==> config.mk <==
export PLATFORM = sky130hd
export DESIGN_NAME = tw_pot_slave
export DESIGN_NICKNAME = d
export VERILOG_FILES = /design/src/rtl/tw_pot_pkg.sv /design/src/rtl/tw_line_sync.sv /design/src/rtl/tw_bus_cond.sv /design/src/rtl/tw_cmd_decode.sv /design/src/rtl/tw_pot_slave.sv
export SDC_FILE = /design/constraint.sdc
export NUM_CORES = 1
export LEC_CHECK = 0
export BUFFER_PORTS_ARGS = -buffer_cell sky130_fd_sc_hd__buf_2
export CAP_MARGIN = 5
export CORE_UTILIZATION = 36
export CTS_BUF_LIST = sky130_fd_sc_hd__clkbuf_8
export DETAILED_ROUTE_END_ITERATION = 7
export SKIP_LAST_GASP = 1
export SLEW_MARGIN = 20
export SYNTH_ARGS = -nofsm -noshare
export SYNTH_HDL_FRONTEND = slang
export SYNTH_SLANG_ARGS = --single-unit
==> constraint.sdc <==
create_clock -name clk -period 2.1 [get_ports clk]
set_input_delay 0.105 -clock clk [delete_from_list [all_inputs] [get_ports clk]]
set_output_delay 0.105 -clock clk [all_outputs]
set_load 0.1 [all_outputs]
==> src/rtl/tw_pot_pkg.sv <==
package tw_pot_pkg;

    localparam int BYTE_W = 8;
    localparam int CNT_W  = 4;

    localparam logic [3:0] OP_STORE_TO_WIPER = 4'h1;
    localparam logic [3:0] OP_WIPER_TO_STORE = 4'h2;
    localparam logic [3:0] OP_STEP_UP        = 4'h3;
    localparam logic [3:0] OP_STEP_DOWN      = 4'h4;
    localparam logic [3:0] OP_RD_WIPER       = 4'h9;
    localparam logic [3:0] OP_WR_WIPER       = 4'hA;
    localparam logic [3:0] OP_RD_STORE       = 4'hB;
    localparam logic [3:0] OP_WR_STORE       = 4'hC;

    typedef enum logic [3:0] {
        ST_IDLE,
        ST_ADDR,
        ST_ADDR_ACK,
        ST_CMD,
        ST_CMD_ACK,
        ST_WDATA,
        ST_WDATA_ACK,
        ST_RDATA,
        ST_RDATA_ACK
    } tw_state_e;

    typedef enum logic [1:0] {
        CLS_NONE,
        CLS_WRITE,
        CLS_READ,
        CLS_BAD
    } op_class_e;

    typedef struct packed {
        logic [3:0]        op;
        logic [1:0]        rsel;
        logic              pot;
        logic [BYTE_W-1:0] wdata;
    } pot_req_t;

    function automatic op_class_e op_class(input logic [3:0] op);
        op_class_e c;
        case (op)
            OP_STORE_TO_WIPER, OP_WIPER_TO_STORE,
            OP_STEP_UP, OP_STEP_DOWN:          c = CLS_NONE;
            OP_WR_WIPER, OP_WR_STORE:          c = CLS_WRITE;
            OP_RD_WIPER, OP_RD_STORE:          c = CLS_READ;
            default:                           c = CLS_BAD;
        endcase
        return c;
    endfunction

endpackage

==> src/rtl/tw_line_sync.sv <==
module tw_line_sync #(
    parameter int   STAGES    = 2,
    parameter logic RESET_VAL = 1'b1
) (
    input  logic clk,
    input  logic rst,
    input  logic din,
    output logic dout
);
    logic [STAGES-1:0] chain;

    always_ff @(posedge clk) begin
        if (rst) begin
            chain <= {STAGES{RESET_VAL}};
        end else begin
            chain <= {chain[STAGES-2:0], din};
        end
    end

    assign dout = chain[STAGES-1];
endmodule

==> src/rtl/tw_bus_cond.sv <==
module tw_bus_cond (
    input  logic clk,
    input  logic rst,
    input  logic scl_s,
    input  logic sda_s,
    output logic scl_rise,
    output logic scl_fall,
    output logic start_det,
    output logic stop_det
);
    logic scl_q;
    logic sda_q;

    always_ff @(posedge clk) begin
        if (rst) begin
            scl_q <= 1'b1;
            sda_q <= 1'b1;
        end else begin
            scl_q <= scl_s;
            sda_q <= sda_s;
        end
    end

    assign scl_rise  = scl_s & ~scl_q;
    assign scl_fall  = ~scl_s & scl_q;
    assign start_det = scl_s & scl_q & sda_q & ~sda_s;
    assign stop_det  = scl_s & scl_q & ~sda_q & sda_s;

    // start and stop never appear together
    a_r2_cond_exclusive: assert property (@(posedge clk) disable iff (rst)
        !(start_det && stop_det));
endmodule

==> src/rtl/tw_cmd_decode.sv <==
module tw_cmd_decode
    import tw_pot_pkg::*;
(
    input  logic [3:0] opcode,
    output op_class_e  cls
);
    assign cls = op_class(opcode);
endmodule

==> src/rtl/tw_pot_slave.sv <==
module tw_pot_slave
    import tw_pot_pkg::*;
#(
    parameter int                 STRAP_W     = 4,
    parameter logic [7-STRAP_W:0] DEV_ID      = 4'b0101,
    parameter int                 SYNC_STAGES = 2
) (
    input  logic               clk,
    input  logic               rst,
    input  logic               scl_in,
    input  logic               sda_in,
    output logic               sda_oe,
    input  logic [STRAP_W-1:0] strap_addr,
    output logic               req_valid,
    output logic [3:0]         req_op,
    output logic               req_pot,
    output logic [1:0]         req_rsel,
    output logic [BYTE_W-1:0]  req_wdata,
    input  logic [BYTE_W-1:0]  rd_data
);
    localparam int          NLINES   = 2;
    localparam logic [CNT_W-1:0] LAST_BIT = CNT_W'(BYTE_W);

    logic [NLINES-1:0] raw_lines;
    logic [NLINES-1:0] sync_lines;
    logic scl_s, sda_s;
    logic scl_rise, scl_fall, start_det, stop_det;

    assign raw_lines = {sda_in, scl_in};

    for (genvar g = 0; g < NLINES; g++) begin : g_sync
        tw_line_sync #(.STAGES(SYNC_STAGES), .RESET_VAL(1'b1)) u_sync (
            .clk  (clk),
            .rst  (rst),
            .din  (raw_lines[g]),
            .dout (sync_lines[g])
        );
    end

    assign scl_s = sync_lines[0];
    assign sda_s = sync_lines[1];

    tw_bus_cond u_cond (
        .clk       (clk),
        .rst       (rst),
        .scl_s     (scl_s),
        .sda_s     (sda_s),
        .scl_rise  (scl_rise),
        .scl_fall  (scl_fall),
        .start_det (start_det),
        .stop_det  (stop_det)
    );

    tw_state_e           state;
    logic [CNT_W-1:0]    bit_cnt;
    logic [BYTE_W-1:0]   rx_shift;
    logic [BYTE_W-2:0]   tx_rest;
    logic                oe_q;
    op_class_e           cmd_cls_q;
    op_class_e           dec_cls;
    pot_req_t            req_q;
    logic                req_v;
    logic                byte_ok;

    tw_cmd_decode u_dec (
        .opcode (rx_shift[7:4]),
        .cls    (dec_cls)
    );

    always_comb begin
        case (state)
            ST_ADDR:  byte_ok = (rx_shift == {DEV_ID, strap_addr});
            ST_CMD:   byte_ok = (dec_cls != CLS_BAD);
            ST_WDATA: byte_ok = 1'b1;
            default:  byte_ok = 1'b0;
        endcase
    end

    always_ff @(posedge clk) begin
        if (rst) begin
            state     <= ST_IDLE;
            bit_cnt   <= '0;
            rx_shift  <= '0;
            tx_rest   <= '0;
            oe_q      <= 1'b0;
            cmd_cls_q <= CLS_BAD;
            req_q     <= '0;
            req_v     <= 1'b0;
        end else begin
            req_v <= 1'b0;
            if (stop_det) begin
                state <= ST_IDLE;
                oe_q  <= 1'b0;
            end else if (start_det) begin
                state   <= ST_ADDR;
                bit_cnt <= '0;
                oe_q    <= 1'b0;
            end else begin
                case (state)
                    ST_ADDR, ST_CMD, ST_WDATA: begin
                        if (scl_rise && bit_cnt != LAST_BIT) begin
                            rx_shift <= {rx_shift[BYTE_W-2:0], sda_s};
                            bit_cnt  <= bit_cnt + CNT_W'(1);
                        end else if (scl_fall && bit_cnt == LAST_BIT) begin
                            bit_cnt <= '0;
                            if (!byte_ok) begin
                                state <= ST_IDLE;
                            end else begin
                                oe_q <= 1'b1;
                                if (state == ST_ADDR) begin
                                    state <= ST_ADDR_ACK;
                                end else if (state == ST_CMD) begin
                                    state      <= ST_CMD_ACK;
                                    cmd_cls_q  <= dec_cls;
                                    req_q.op   <= rx_shift[7:4];
                                    req_q.rsel <= rx_shift[3:2];
                                    req_q.pot  <= rx_shift[0];
                                    req_q.wdata <= '0;
                                    req_v      <= (dec_cls != CLS_WRITE);
                                end else begin
                                    state       <= ST_WDATA_ACK;
                                    req_q.wdata <= rx_shift;
                                    req_v       <= 1'b1;
                                end
                            end
                        end
                    end
                    ST_ADDR_ACK: begin
                        if (scl_fall) begin
                            oe_q  <= 1'b0;
                            state <= ST_CMD;
                        end
                    end
                    ST_CMD_ACK: begin
                        if (scl_fall) begin
                            bit_cnt <= '0;
                            case (cmd_cls_q)
                                CLS_WRITE: begin
                                    oe_q  <= 1'b0;
                                    state <= ST_WDATA;
                                end
                                CLS_READ: begin
                                    tx_rest <= rd_data[BYTE_W-2:0];
                                    oe_q    <= ~rd_data[BYTE_W-1];
                                    state   <= ST_RDATA;
                                end
                                default: begin
                                    oe_q  <= 1'b0;
                                    state <= ST_IDLE;
                                end
                            endcase
                        end
                    end
                    ST_WDATA_ACK: begin
                        if (scl_fall) begin
                            oe_q  <= 1'b0;
                            state <= ST_IDLE;
                        end
                    end
                    ST_RDATA: begin
                        if (scl_rise) begin
                            bit_cnt <= bit_cnt + CNT_W'(1);
                        end else if (scl_fall) begin
                            if (bit_cnt == LAST_BIT) begin
                                oe_q  <= 1'b0;
                                state <= ST_RDATA_ACK;
                            end else begin
                                oe_q    <= ~tx_rest[BYTE_W-2];
                                tx_rest <= {tx_rest[BYTE_W-3:0], 1'b0};
                            end
                        end
                    end
                    ST_RDATA_ACK: begin
                        if (scl_fall) begin
                            state <= ST_IDLE;
                        end
                    end
                    default: begin
                        state <= ST_IDLE;
                        oe_q  <= 1'b0;
                    end
                endcase
            end
        end
    end

    assign sda_oe    = oe_q;
    assign req_valid = req_v;
    assign req_op    = req_q.op;
    assign req_pot   = req_q.pot;
    assign req_rsel  = req_q.rsel;
    assign req_wdata = req_q.wdata;

    // a start always restarts address reception with SDA released
    a_r1_start_restarts: assert property (@(posedge clk) disable iff (rst)
        start_det |=> (state == ST_ADDR && !sda_oe));

    // a stop always leaves the slave idle and released
    a_r2_stop_idles: assert property (@(posedge clk) disable iff (rst)
        stop_det |=> (state == ST_IDLE && !sda_oe));

    // the pull-down holds still across a high phase of SCL
    a_r3_oe_steady_high: assert property (@(posedge clk) disable iff (rst)
        (scl_s && $past(scl_s)) |-> $stable(sda_oe));

    // the line is pulled only while acknowledging or sending
    a_r5_oe_in_drive_state: assert property (@(posedge clk) disable iff (rst)
        sda_oe |-> (state == ST_ADDR_ACK || state == ST_CMD_ACK ||
                    state == ST_WDATA_ACK || state == ST_RDATA));

    // each request strobe lasts one cycle
    a_r6_req_single: assert property (@(posedge clk) disable iff (rst)
        req_valid |=> !req_valid);

    // a write request appears only once its data byte is taken
    a_r7_write_after_data: assert property (@(posedge clk) disable iff (rst)
        (req_valid && op_class(req_op) == CLS_WRITE) |-> state == ST_WDATA_ACK);
endmodule

==> impl_metrics.tcl <==
set metrics [dict create \
    status "complete, no violations" \
    cpPeakStageDelay_ns 0.37 \
    min_period_over_period 0.9366 \
    path_cells "nand4bb_4, nor4_4, nand4_4, a2111oi_4, buf_4, mux2i_1" \
    clkTransAtPathRegs_ns 0.10 \
    rsz0062_at_grt "false" \
    seqCellArea_mm2 0.001002 \
    ant_nets 0 \
    cap_violations 0 \
    ys_seq_area_frac 0.3844 \
    wl_um 5884 \
    rr_endpoint "req_op[2]$_SDFFE_PP0P_" \
    path_class "register to register" \
    worstPathMaxFanout 9 \
    holdPathStages 3 \
    yosysTopAreaCell "dfxtp_1" \
    multi_input_area_mm2 0.001490 \
    cts_root_buffer "clkbuf_8" \
    syn2layout_area_growth_pct 19.61 \
    worst_slew_pin_slew_ns 0.5193 \
    grt_overflow_total 0 \
    final_layout_size_suffix_gt1_frac 0.2325 \
    period_needed_ns 1.967 \
    dp_hpwl_um 4297 \
    rr_startpoint "rx_shift[5]$_SDFFE_PP0N_" \
    mostFrequentLayoutCell "dfxtp_1" \
    clock_path_buffers 2 \
    worstPathRequired_ns 2.35 \
    grt_max_degree 34 \
    synth-main-ff-cell "dfxtp_1" \
    port-buffer-count 32 \
    grt_pass1_wl_um 9998 \
    die_area_mm2 0.007577 \
    syn_nets 327 \
    num_vias 2264 \
    post-cts-setup-buffer-count 0 \
    fin_skew_ns 0.009852 \
    syn_area_mm2 0.002604 \
    hold_violations 0 \
    seqPwrFrac 0.560 \
    final_cell_mix "49 x dfxtp_1, 48 x nand2_1, 32 x buf_2, 28 x nor2_1, 28 x nand2b_1" \
    fp.dieW_um 87.05 \
    layout.cells.non_filler 453 \
    start_util 0.3770 \
    synth-simple-area-share 0.3277 \
    cts_htree_levels 2 \
    cellPowerDensity_mw_per_mm2 553.7 \
    core_mm2 0.006907 \
    drt_iter0_drc 97 \
    antenna_found_initial 0 \
    firstDrtPassIters 6 \
    switching_power_mw 0.4558 \
    end_kind "register" \
    synthCells 307 \
    boundaryPins 33 \
    cp.arrival_ns 2.21 \
    wl_per_cell_um 12.99 \
    diodes 0 \
    synth_cell_types 55 \
    grt_pass1_vias 2079 \
    setup_tns_ns 0 \
    rrSetupSlack_ns 0.13 \
    ys_seq_elements 50 \
    startpoint_type "register" \
    setup_viol 0 \
    route.detailed.drc 0 \
    r2r_cells 6 \
    synth_xor_xnor_area_share 0.02355 \
    grt_usage 0.1709 \
    cp_num_buf_inv 1 \
    cts_tree "yes" \
    gp_congestion 0.8568 \
    synth.area.mux_share 0.04229 \
    clock_sinks 50 \
    cp.depth 6 \
    whs_endpoint "tx_rest[2]$_SDFFE_PP0P_" \
    synth_edf_count 0 \
    synth_top_cell_area_share 0.3844 \
    power.leakage_nw 1.128 \
    swShare 0.2643 \
    power.internal_mw 1.269 \
    synthTopCellsByArea "dfxtp_1 38%, nand2_1 6.9%, nand2b_1 6.7%, mux2i_1 4.2%, nor2_1 4.0%" \
    synth_top_family_by_area "simple AND/OR/NAND/NOR gates" \
    slew_headroom 0.6512 \
    synth_adder_area_share 0.01922 \
    fp.dieH_um 87.05 \
    avgSynthCellArea_um2 8.481 \
    min_path_type "primary input to register" \
    synth_compound_area_frac 0.1595 \
    p_comb_frac 0.098 \
    layout.nets 376 \
    fillers 711 \
    cts_made_buffers 5 \
    vias_per_cell 4.998 \
    report.final.slew_viol_count 0 \
    rows 30 \
    dpl.cell_count 443 \
    synthArstFlopShare 0 \
    power.total_mw 1.724 \
    ir_worst_vdd_mv 0.2860 \
    p_clk_frac 0.342 \
    critical-path-top-delay-family "simple AND/OR/NAND/NOR gates" \
    hp-start "rd_data[2]" \
    ys_warn_count 0 \
    fmaxAchievable_ghz 0.5085 \
    slowest_stage "a2111oi_4" \
    insertion_delay_ns 0.31 \
]
[final cells by class]
| cell class | count | area share |
|---|---|---|
| clock buffer | 5 | 0.02210 |
| timing repair buffer | 61 | 0.1229 |
| sequential | 50 | 0.3218 |
| tap | 96 | 0.03857 |
| clock inverter | 3 | 0.007634 |
| multi-input combinational | 231 | 0.4785 |
| inverter | 7 | 0.008437 |
[registers in the layout, indices dropped and copies added, names as in the netlist, 2 cells and up]
signal	cells
bit_cnt	4
cmd_cls_q	2
g_sync.u_sync.chain	4
req_op	4
req_rsel	2
req_wdata	8
rx_shift	8
state	4
tx_rest	7
u_dec.cls	2
[power groups by stage]
stage                     combinational [mW]  sequential [mW]  clock, mW
final                                  0.169            0.966      0.589
after global routing                   0.187            0.967      0.650
after CTS                              0.169            0.965      0.611
after detailed placement               0.165            0.987          0
after global placement                 0.167            0.987          0
after floorplan                        0.109            0.989          0
[stage by stage]
step / setup slack, ns / utilization / hold WS (ns) / cell area [um2]
2_1_floorplan: 0.1798 / - / 0.2088 / 2604
6_report: 0.1332 / 0.4509 / 0.04827 / 3114
4_1_cts: 0.07946 / 0.4507 / 0.03672 / 3113
3_5_place_dp: 0.1080 / 0.4344 / 0.2987 / 3000
5_1_grt: 0.008243 / 0.4509 / 0.04851 / 3114
3_3_place_gp: 0.1994 / 0.4344 / 0.2959 / 3000
[worst reg2reg max path, stage by stage (launching register included)]
cell	delay, ns
dfxtp_1	0.32
nand4bb_4	0.23
nor4_4	0.32
nand4_4	0.20
a2111oi_4	0.37
buf_4	0.26
mux2i_1	0.21
[cells by family after synthesis]
family / count (synthesis)
AO/OA/AOI/OAI: 57
XOR/XNOR: 7
adder cells (fa/ha/maj): 4
buffers and inverters: 26
flip-flops: 50
multiplexers: 11
AND/OR/NAND/NOR: 152
[what timing repair did]
item                       in CTS  in global routing
hold buffers                    2                  0
hold endpoints to repair        2                  0
setup endpoints to repair       0                  9
resized for setup               0                  1
[routing by layer]
metal	global-route usage	up-vias	part of all wire
li1	-	1167	-
met4	0.05909	0	0.0093
met5	0	-	0
met2	0.2799	55	0.45
met3	0.03318	5	0.048
met1	0.2241	1037	0.49
[worst max-delay path by stage]
| stage | start | end | slack (ns) |
|---|---|---|---|
| after floorplan | bit_cnt[0]$_SDFFE_PP0P_ | cmd_cls_q[0]$_SDFFE_PP1P_ | 0.18 |
| after global placement | bit_cnt[0]$_SDFFE_PP0P_ | req_wdata[1]$_SDFFE_PP0P_ | 0.20 |
| after detailed placement | state[1]$_SDFFE_PP0P_ | req_op[2]$_SDFFE_PP0P_ | 0.11 |
| after CTS | state[1]$_SDFFE_PP0P_ | req_op[2]$_SDFFE_PP0P_ | 0.08 |
| after global routing | bit_cnt[0]$_SDFFE_PP0P_ | req_wdata[1]$_SDFFE_PP0P_ | 0.008 |
| final | rx_shift[5]$_SDFFE_PP0N_ | req_op[2]$_SDFFE_PP0P_ | 0.13 |
[cells in the mapped netlist (all sizes together), types with 2 or more instances]
master / count
xor2: 2
inv: 7
dfxtp: 50
o21ai: 13
buf: 7
a31oi: 3
nor4b: 2
o22ai: 3
nor3: 2
xnor2: 5
nand2: 48
mux2i: 11
ha: 4
a32o: 2
nand3: 5
and2: 2
a311oi: 6
and4b: 2
nand2b: 28
nor2: 28
nor3b: 4
a21oi: 13
nand4: 5
or2: 8
nor4: 4
nand3b: 3
clkbuf: 12
nor2b: 3
a21boi: 2
a221oi: 2
a22oi: 2
Power figures use the tool's default switching activity.
